**src/rtl/bpg_pkg.sv**
```systemverilog
package bpg_pkg;
  localparam int IDX_W = 4;
  localparam int DATA_W = 32;
  localparam int OC_W = 6;
  localparam int EC_W = 6;

  localparam int OC_UNDEF = 0;
  localparam int OC_TRAP2_64 = 1;
  localparam int OC_TRAP2_32 = 2;
  localparam int OC_TRAP3 = 3;
  localparam int OC_HALT = 4;
  localparam int OC_DO = 5;

  localparam logic [EC_W-1:0] EC_DEBUG = 6'h05;

  localparam logic [3:0] ENC_COPROC = 4'hE;
  localparam logic [2:0] ENC_OPC_A = 3'd0;
  localparam logic [3:0] ENC_CR_PRI = 4'd0;
  localparam logic [2:0] ENC_OPC_B = 3'd4;

  typedef struct packed {
    logic wrEn;
    logic rdEn;
    logic [IDX_W-1:0] idx;
  } bpgStrobes_t;
endpackage

```
**src/rtl/bpg_ctrl.sv**
```systemverilog
module bpg_ctrl
  import bpg_pkg::*;
#(
  parameter int BKPT_COUNT = 6
) (
  input  logic clk,
  input  logic rstN,
  input  logic reqValid,
  input  logic reqWrite,
  input  logic [3:0] coprocNum,
  input  logic [2:0] opcA,
  input  logic [3:0] crPrimary,
  input  logic [IDX_W-1:0] crIndex,
  input  logic [2:0] opcB,
  input  logic [1:0] privLevel,
  input  logic lowLvl32Ok,
  input  logic lvl2Enabled,
  input  logic lvl2Is64,
  input  logic lvl3Present,
  input  logic lvl3Is64,
  input  logic undefFirst,
  input  logic secDbgOff,
  input  logic l2ExcTrap64,
  input  logic l2AccTrap64,
  input  logic l2ExcTrap32,
  input  logic l2AccTrap32,
  input  logic l3AccTrap,
  input  logic osLocked,
  input  logic haltAllowed,
  input  logic extDbgTrap,
  output bpgStrobes_t strobes,
  output logic respValid,
  output logic [OC_W-1:0] outcome,
  output logic [EC_W-1:0] excClass
);
  localparam logic [IDX_W:0] CNT_LIM = (IDX_W+1)'(BKPT_COUNT);

  logic reqHit;
  logic inRange;
  logic l3TrapOn;
  logic l2Trap64On;
  logic l2Trap32On;
  logic haltOn;
  logic [OC_W-1:0] nextOc;
  logic isTrap;

  // Request decode: only the breakpoint value encoding is answered.
  assign reqHit = reqValid && (coprocNum == ENC_COPROC) && (opcA == ENC_OPC_A)
                  && (crPrimary == ENC_CR_PRI) && (opcB == ENC_OPC_B);
  assign inRange = {1'b0, crIndex} < CNT_LIM;

  assign l3TrapOn = lvl3Present && lvl3Is64 && l3AccTrap;
  assign l2Trap64On = lvl2Enabled && lvl2Is64 && (l2ExcTrap64 || l2AccTrap64);
  assign l2Trap32On = lvl2Enabled && !lvl2Is64 && (l2ExcTrap32 || l2AccTrap32);
  assign haltOn = !osLocked && haltAllowed && extDbgTrap;

  // Fixed priority chain per privilege level.
  always_comb begin
    nextOc = '0;
    if (!lowLvl32Ok || !inRange) begin
      nextOc[OC_UNDEF] = 1'b1;
    end else begin
      unique case (privLevel)
        2'd0: nextOc[OC_UNDEF] = 1'b1;
        2'd1: begin
          if (l3TrapOn && undefFirst) nextOc[OC_UNDEF] = 1'b1;
          else if (l2Trap64On) nextOc[OC_TRAP2_64] = 1'b1;
          else if (l2Trap32On) nextOc[OC_TRAP2_32] = 1'b1;
          else if (l3TrapOn) begin
            if (secDbgOff) nextOc[OC_UNDEF] = 1'b1;
            else nextOc[OC_TRAP3] = 1'b1;
          end
          else if (haltOn) nextOc[OC_HALT] = 1'b1;
          else nextOc[OC_DO] = 1'b1;
        end
        2'd2: begin
          if (l3TrapOn && undefFirst) nextOc[OC_UNDEF] = 1'b1;
          else if (l3TrapOn) begin
            if (secDbgOff) nextOc[OC_UNDEF] = 1'b1;
            else nextOc[OC_TRAP3] = 1'b1;
          end
          else if (haltOn) nextOc[OC_HALT] = 1'b1;
          else nextOc[OC_DO] = 1'b1;
        end
        default: begin
          if (haltOn) nextOc[OC_HALT] = 1'b1;
          else nextOc[OC_DO] = 1'b1;
        end
      endcase
    end
  end

  assign isTrap = nextOc[OC_TRAP2_64] || nextOc[OC_TRAP2_32] || nextOc[OC_TRAP3];

  // Strobes to the datapath act on the same edge that registers the outcome.
  always_comb begin
    strobes.wrEn = reqHit && reqWrite && nextOc[OC_DO];
    strobes.rdEn = reqHit && !reqWrite && nextOc[OC_DO];
    strobes.idx = crIndex;
  end

  always_ff @(posedge clk) begin
    if (!rstN) begin
      respValid <= 1'b0;
      outcome <= '0;
      excClass <= '0;
    end else begin
      respValid <= reqHit;
      outcome <= reqHit ? nextOc : '0;
      excClass <= (reqHit && isTrap) ? EC_DEBUG : '0;
    end
  end
endmodule

```
**src/rtl/bpg_data.sv**
```systemverilog
module bpg_data
  import bpg_pkg::*;
#(
  parameter int BKPT_COUNT = 6
) (
  input  logic clk,
  input  logic rstN,
  input  bpgStrobes_t strobes,
  input  logic [DATA_W-1:0] wrData,
  output logic [DATA_W-1:0] rdData
);
  logic [DATA_W-1:0] valueReg [BKPT_COUNT];
  logic [DATA_W-1:0] muxOut;

  for (genvar g = 0; g < BKPT_COUNT; g++) begin : g_slot
    always_ff @(posedge clk) begin
      if (!rstN) valueReg[g] <= '0;
      else if (strobes.wrEn && (strobes.idx == IDX_W'(g))) valueReg[g] <= wrData;
    end
  end

  always_comb begin
    muxOut = '0;
    for (int i = 0; i < BKPT_COUNT; i++) begin
      if (strobes.idx == IDX_W'(i)) muxOut = valueReg[i];
    end
  end

  always_ff @(posedge clk) begin
    if (!rstN) rdData <= '0;
    else rdData <= strobes.rdEn ? muxOut : '0;
  end
endmodule

```
**src/rtl/bkpt_value_access_guard.sv**
```systemverilog
module bkpt_value_access_guard
  import bpg_pkg::*;
#(
  parameter int BKPT_COUNT = 6
) (
  input  logic clk,
  input  logic rstN,
  input  logic reqValid,
  input  logic reqWrite,
  input  logic [3:0] coprocNum,
  input  logic [2:0] opcA,
  input  logic [3:0] crPrimary,
  input  logic [3:0] crIndex,
  input  logic [2:0] opcB,
  input  logic [1:0] privLevel,
  input  logic [31:0] wrData,
  input  logic lowLvl32Ok,
  input  logic lvl2Enabled,
  input  logic lvl2Is64,
  input  logic lvl3Present,
  input  logic lvl3Is64,
  input  logic undefFirst,
  input  logic secDbgOff,
  input  logic l2ExcTrap64,
  input  logic l2AccTrap64,
  input  logic l2ExcTrap32,
  input  logic l2AccTrap32,
  input  logic l3AccTrap,
  input  logic osLocked,
  input  logic haltAllowed,
  input  logic extDbgTrap,
  output logic respValid,
  output logic [5:0] outcome,
  output logic [5:0] excClass,
  output logic [31:0] rdData
);
  bpgStrobes_t strobes;

  bpg_ctrl #(.BKPT_COUNT(BKPT_COUNT)) ctrl_i (
    .clk(clk), .rstN(rstN), .reqValid(reqValid), .reqWrite(reqWrite),
    .coprocNum(coprocNum), .opcA(opcA), .crPrimary(crPrimary),
    .crIndex(crIndex), .opcB(opcB), .privLevel(privLevel),
    .lowLvl32Ok(lowLvl32Ok), .lvl2Enabled(lvl2Enabled), .lvl2Is64(lvl2Is64),
    .lvl3Present(lvl3Present), .lvl3Is64(lvl3Is64), .undefFirst(undefFirst),
    .secDbgOff(secDbgOff), .l2ExcTrap64(l2ExcTrap64), .l2AccTrap64(l2AccTrap64),
    .l2ExcTrap32(l2ExcTrap32), .l2AccTrap32(l2AccTrap32), .l3AccTrap(l3AccTrap),
    .osLocked(osLocked), .haltAllowed(haltAllowed), .extDbgTrap(extDbgTrap),
    .strobes(strobes), .respValid(respValid), .outcome(outcome),
    .excClass(excClass)
  );

  bpg_data #(.BKPT_COUNT(BKPT_COUNT)) data_i (
    .clk(clk), .rstN(rstN), .strobes(strobes), .wrData(wrData),
    .rdData(rdData)
  );
endmodule

```
**config.mk**
```make
export PLATFORM = sky130hd
export DESIGN_NAME = bkpt_value_access_guard
export DESIGN_NICKNAME = d
export VERILOG_FILES = /design/src/rtl/bpg_pkg.sv /design/src/rtl/bpg_ctrl.sv /design/src/rtl/bpg_data.sv /design/src/rtl/bkpt_value_access_guard.sv
export SDC_FILE = /design/constraint.sdc
export NUM_CORES = 1
export LEC_CHECK = 0
export ABC_AREA = 1
export BUFFER_PORTS_ARGS = -buffer_cell sky130_fd_sc_hd__buf_2
export CAP_MARGIN = 25
export CORE_MARGIN = 2
export CORE_UTILIZATION = 40
export DETAILED_ROUTE_END_ITERATION = 10
export GPL_TIMING_DRIVEN = 0
export PLACE_DENSITY = 0.59
export SLEW_MARGIN = 15
export SYNTH_ARGS = -nofsm -noshare
export SYNTH_HDL_FRONTEND = slang
export SYNTH_HIERARCHICAL = 1
export SYNTH_SLANG_ARGS = --single-unit
```
**constraint.sdc**
```tcl
create_clock -name clk -period 4.5 [get_ports clk]
set_input_delay 0.225 -clock clk [delete_from_list [all_inputs] [get_ports clk]]
set_output_delay 0.225 -clock clk [all_outputs]
set_load 0.05 [all_outputs]
```
==> flow_metrics.env <==
export IMPL_grt_max_degree=24
export IMPL_gp_congestion=0.8362
export IMPL_fillCellCount=2234
export IMPL_peakVddDrop_mv=0.2823
export IMPL_hold_viol=0
export IMPL_power_switching_uw=1080
export IMPL_syn2layout_area_growth_pct=20.60
export IMPL_drtPass1Iterations=5
export IMPL_antenna_found_initial=0
export IMPL_finalCritPeriodShare_pct=62.40
export IMPL_drt_wl_total_microns=27220
export IMPL_dr_total_vias=7464
export IMPL_rsz0062_at_grt="no"
export IMPL_syn_area_sq_um=9793
export IMPL_synthTopCellsByArea="edfxtp_1, nor2_1, dfxtp_1"
export IMPL_layout_drive_gt1_share_pct=19.79
export IMPL_dp_hpwl_microns=17930
export IMPL_diodes=0
export IMPL_die_area_sq_um=25750
export IMPL_final_util_pct=48.85
export IMPL_synth_seq_area_share_pct=67.05
export IMPL_post_drt_wl_per_cell_microns=18.76
export IMPL_start_util_pct=40.51
export IMPL_reg2reg_slack_ns=3.57
export IMPL_p_int_uw=3729
export IMPL_grt_pass1_vias=7180
export IMPL_cts_hold_buf=1
export IMPL_place_inst=1402
export IMPL_p_sw_share_pct=22.45
export IMPL_hold_end="ctrl_i/outcome[4]"
export IMPL_worst_pin_slew_ns=0.7608
export IMPL_cts_tree="built"
export IMPL_worst_ep_arrival_time_ns=3.04
export IMPL_postSynthAreaPerCell_sq_um=10.21
export IMPL_status="complete, no violations"
export IMPL_final_area_sq_um=11810
export IMPL_clk_pin_slew_worst_paths_ns=0.06
export IMPL_portBuffers=110
export IMPL_htree_num_levels=1
export IMPL_pwr_share_clk_pct=43.7
export IMPL_pwr_share_seq_pct=50.5
export IMPL_cts_sinks=232
export IMPL_core_region_area_sq_um=24180
export IMPL_hold_ws_ns=0.05090
export IMPL_syn_inst=959
export IMPL_pin_count=116
export IMPL_die_w_microns=160.5
export IMPL_synth_area_leader_cell="edfxtp_1"
export IMPL_period_minus_slack_ns=2.808
export IMPL_place_area_sq_um=10940
export IMPL_synth_top_cell_area_share_pct=58.87
export IMPL_endpoint_kind="register"
export IMPL_postCtsSetupBuffers=0
export IMPL_layoutNonFillerInstCount=1451
export IMPL_die_h_microns=160.5
export IMPL_grt_total_usage_pct=21.10
export IMPL_clk_latency_ns=0.53
export IMPL_cap_viol_max_count=0
export IMPL_synthFlopType="edfxtp_1"
export IMPL_hold_depth=4
export IMPL_netlist_top_cells_count="nor2_1, edfxtp_1, nand3_1, nand2_1, inv_1"
export IMPL_fin_nets=1182
export IMPL_ant_nets=0
export IMPL_cts_resized=0
export IMPL_cts_root_buf="clkbuf_16"
export IMPL_crit_type="in2reg"
export IMPL_rows=57
export IMPL_hp_start="crIndex[3]"
export IMPL_slew_viol_final=0
export IMPL_grt_ovfl_total=0
export IMPL_crit_path_max_fanout=17
export IMPL_finClkSkew_ns=0.008590
export IMPL_crit_required_ns=4.73
export IMPL_min_path_type="in2reg"
export IMPL_regToRegEndpoint="data_i/rdData[23]"
export IMPL_synth_edf_count=192
export IMPL_synthArstFlopShare_pct=0
export IMPL_drcViolationCount=0
export IMPL_ys_warn_count=6
export IMPL_synthMostInstantiatedCell="nor2_1"
export IMPL_rr_worst_depth=4
export IMPL_multiInputGateArea_sq_um=2725
export IMPL_power_density_nw_per_um2=407.2
export IMPL_cts_buffers_inserted=26
export IMPL_r2r_start="data_i/valueReg[1][23]"
export IMPL_yosysUniqueCellTypes=28
export IMPL_ys_ff_latch=232
export IMPL_p_leak_uw=0.004897
export IMPL_clk_path_buf_depth=3
export IMPL_slew_headroom_pct=49.09
export IMPL_seq_area_sq_um=6566
export IMPL_crit_path_start_kind="input port"
export IMPL_comb_power_share_pct=5.8
export IMPL_via_per_inst=5.144
export IMPL_setup_viol=0
export IMPL_fmax_ghz=0.3562
export IMPL_dr_first_iter_drc_count=671
export IMPL_grt_pass1_wl_microns=41150
## sequential cells by signal, summed over array words and instances, names as in the netlist
signal            count
data_i/rdData        32
ctrl_i/excClass       1
data_i/valueReg     192
ctrl_i/outcome        6
ctrl_i/respValid      1
## final cells by class
| class | instances | area share (%) |
|---|---|---|
| Sequential cell | 232 | 55.60 |
| Multi-Input combinational cell | 603 | 23.07 |
| Clock buffer | 35 | 6.484 |
| Timing Repair Buffer | 117 | 6.018 |
| Tap cell | 324 | 3.433 |
| Buffer | 67 | 2.702 |
| Inverter | 60 | 1.918 |
| Clock inverter | 13 | 0.7734 |
## power by group through the flow
stage          sequential [uW]  combinational, uW  clock [uW]
3_5_place_dp              2470                277           0
5_1_grt                   2430                303        2230
4_1_cts                   2430                279        2140
6_report                  2430                280        2100
3_3_place_gp              2480                255           0
2_1_floorplan             2470                149           0
## routing by layer
metal,wire length (microns),part of all wire [%],GRT usage (%),vias to the layer above
met5,0,0,0,-
met4,755,2.8,6.552,0
met3,2614,9.6,3.848,55
met2,12260,45,34.48,362
met1,11590,43,28.79,3521
li1,-,-,-,3526
## how the worst max path moves through the flow
stage                       from                      to  cells past startpoint
global route            osLocked   data_i/valueReg[4][4]                     10
global placement    privLevel[1]   data_i/valueReg[4][1]                     11
floorplan           privLevel[1]   data_i/valueReg[5][0]                     10
CTS                     osLocked   data_i/valueReg[5][2]                     10
finish                  osLocked   data_i/valueReg[4][2]                     10
detailed placement  privLevel[1]  data_i/valueReg[4][29]                     12
## placed cells by master (no fill, tap or decap), types with 2 or more instances in the layout
cell type	n
ha_1	4
inv_2	5
nor2_2	5
o21ai_4	2
dfxtp_1	40
buf_2	137
buf_4	9
clkbuf_16	27
nor2_1	256
nand2_2	6
clkinv_1	3
nand3b_1	2
clkbuf_1	32
nand3_1	138
clkinv_2	11
a21oi_1	34
o21ai_0	33
buf_16	4
buf_12	2
inv_1	52
nand3_2	4
nand2_1	90
nand4_1	19
conb_1	4
edfxtp_1	192
clkbuf_8	6
## cells by family (layout without fill, tap and decap cells)
kind of cell	Yosys count	after routing	synth area share, %
AO/OA/AOI/OAI	70	70	3.577
adder cells (fa/ha/maj)	4	4	0.5111
buffers and inverters	127	292	5.570
flip-flops	232	232	67.05
other	1	4	0.03829
AND/OR/NAND/NOR	525	525	23.25
## critical path, stage by stage
cell and delay, ns:
dlygate4sd3_1 0.53, buf_2 0.11, o21ai_0 0.11, o21ai_1 0.16
nand3_1 0.12, nor2_1 0.30, clkbuf_1 0.37, inv_1 0.20
o21ai_4 0.66, buf_16 0.25
## stage by stage
| step | power, uW | worst slack (ns) | TNS, ns |
|---|---|---|---|
| floorplan | 2618 | 0.3803 | 0 |
| global placement | 2732 | -2.179 | -133.98 |
| detailed placement | 2750 | 1.367 | 0 |
| CTS | 4841 | 1.796 | 0 |
| global route | 4968 | 1.491 | 0 |
| finish | 4809 | 1.692 | 0 |
Power figures use the tool's default switching activity.
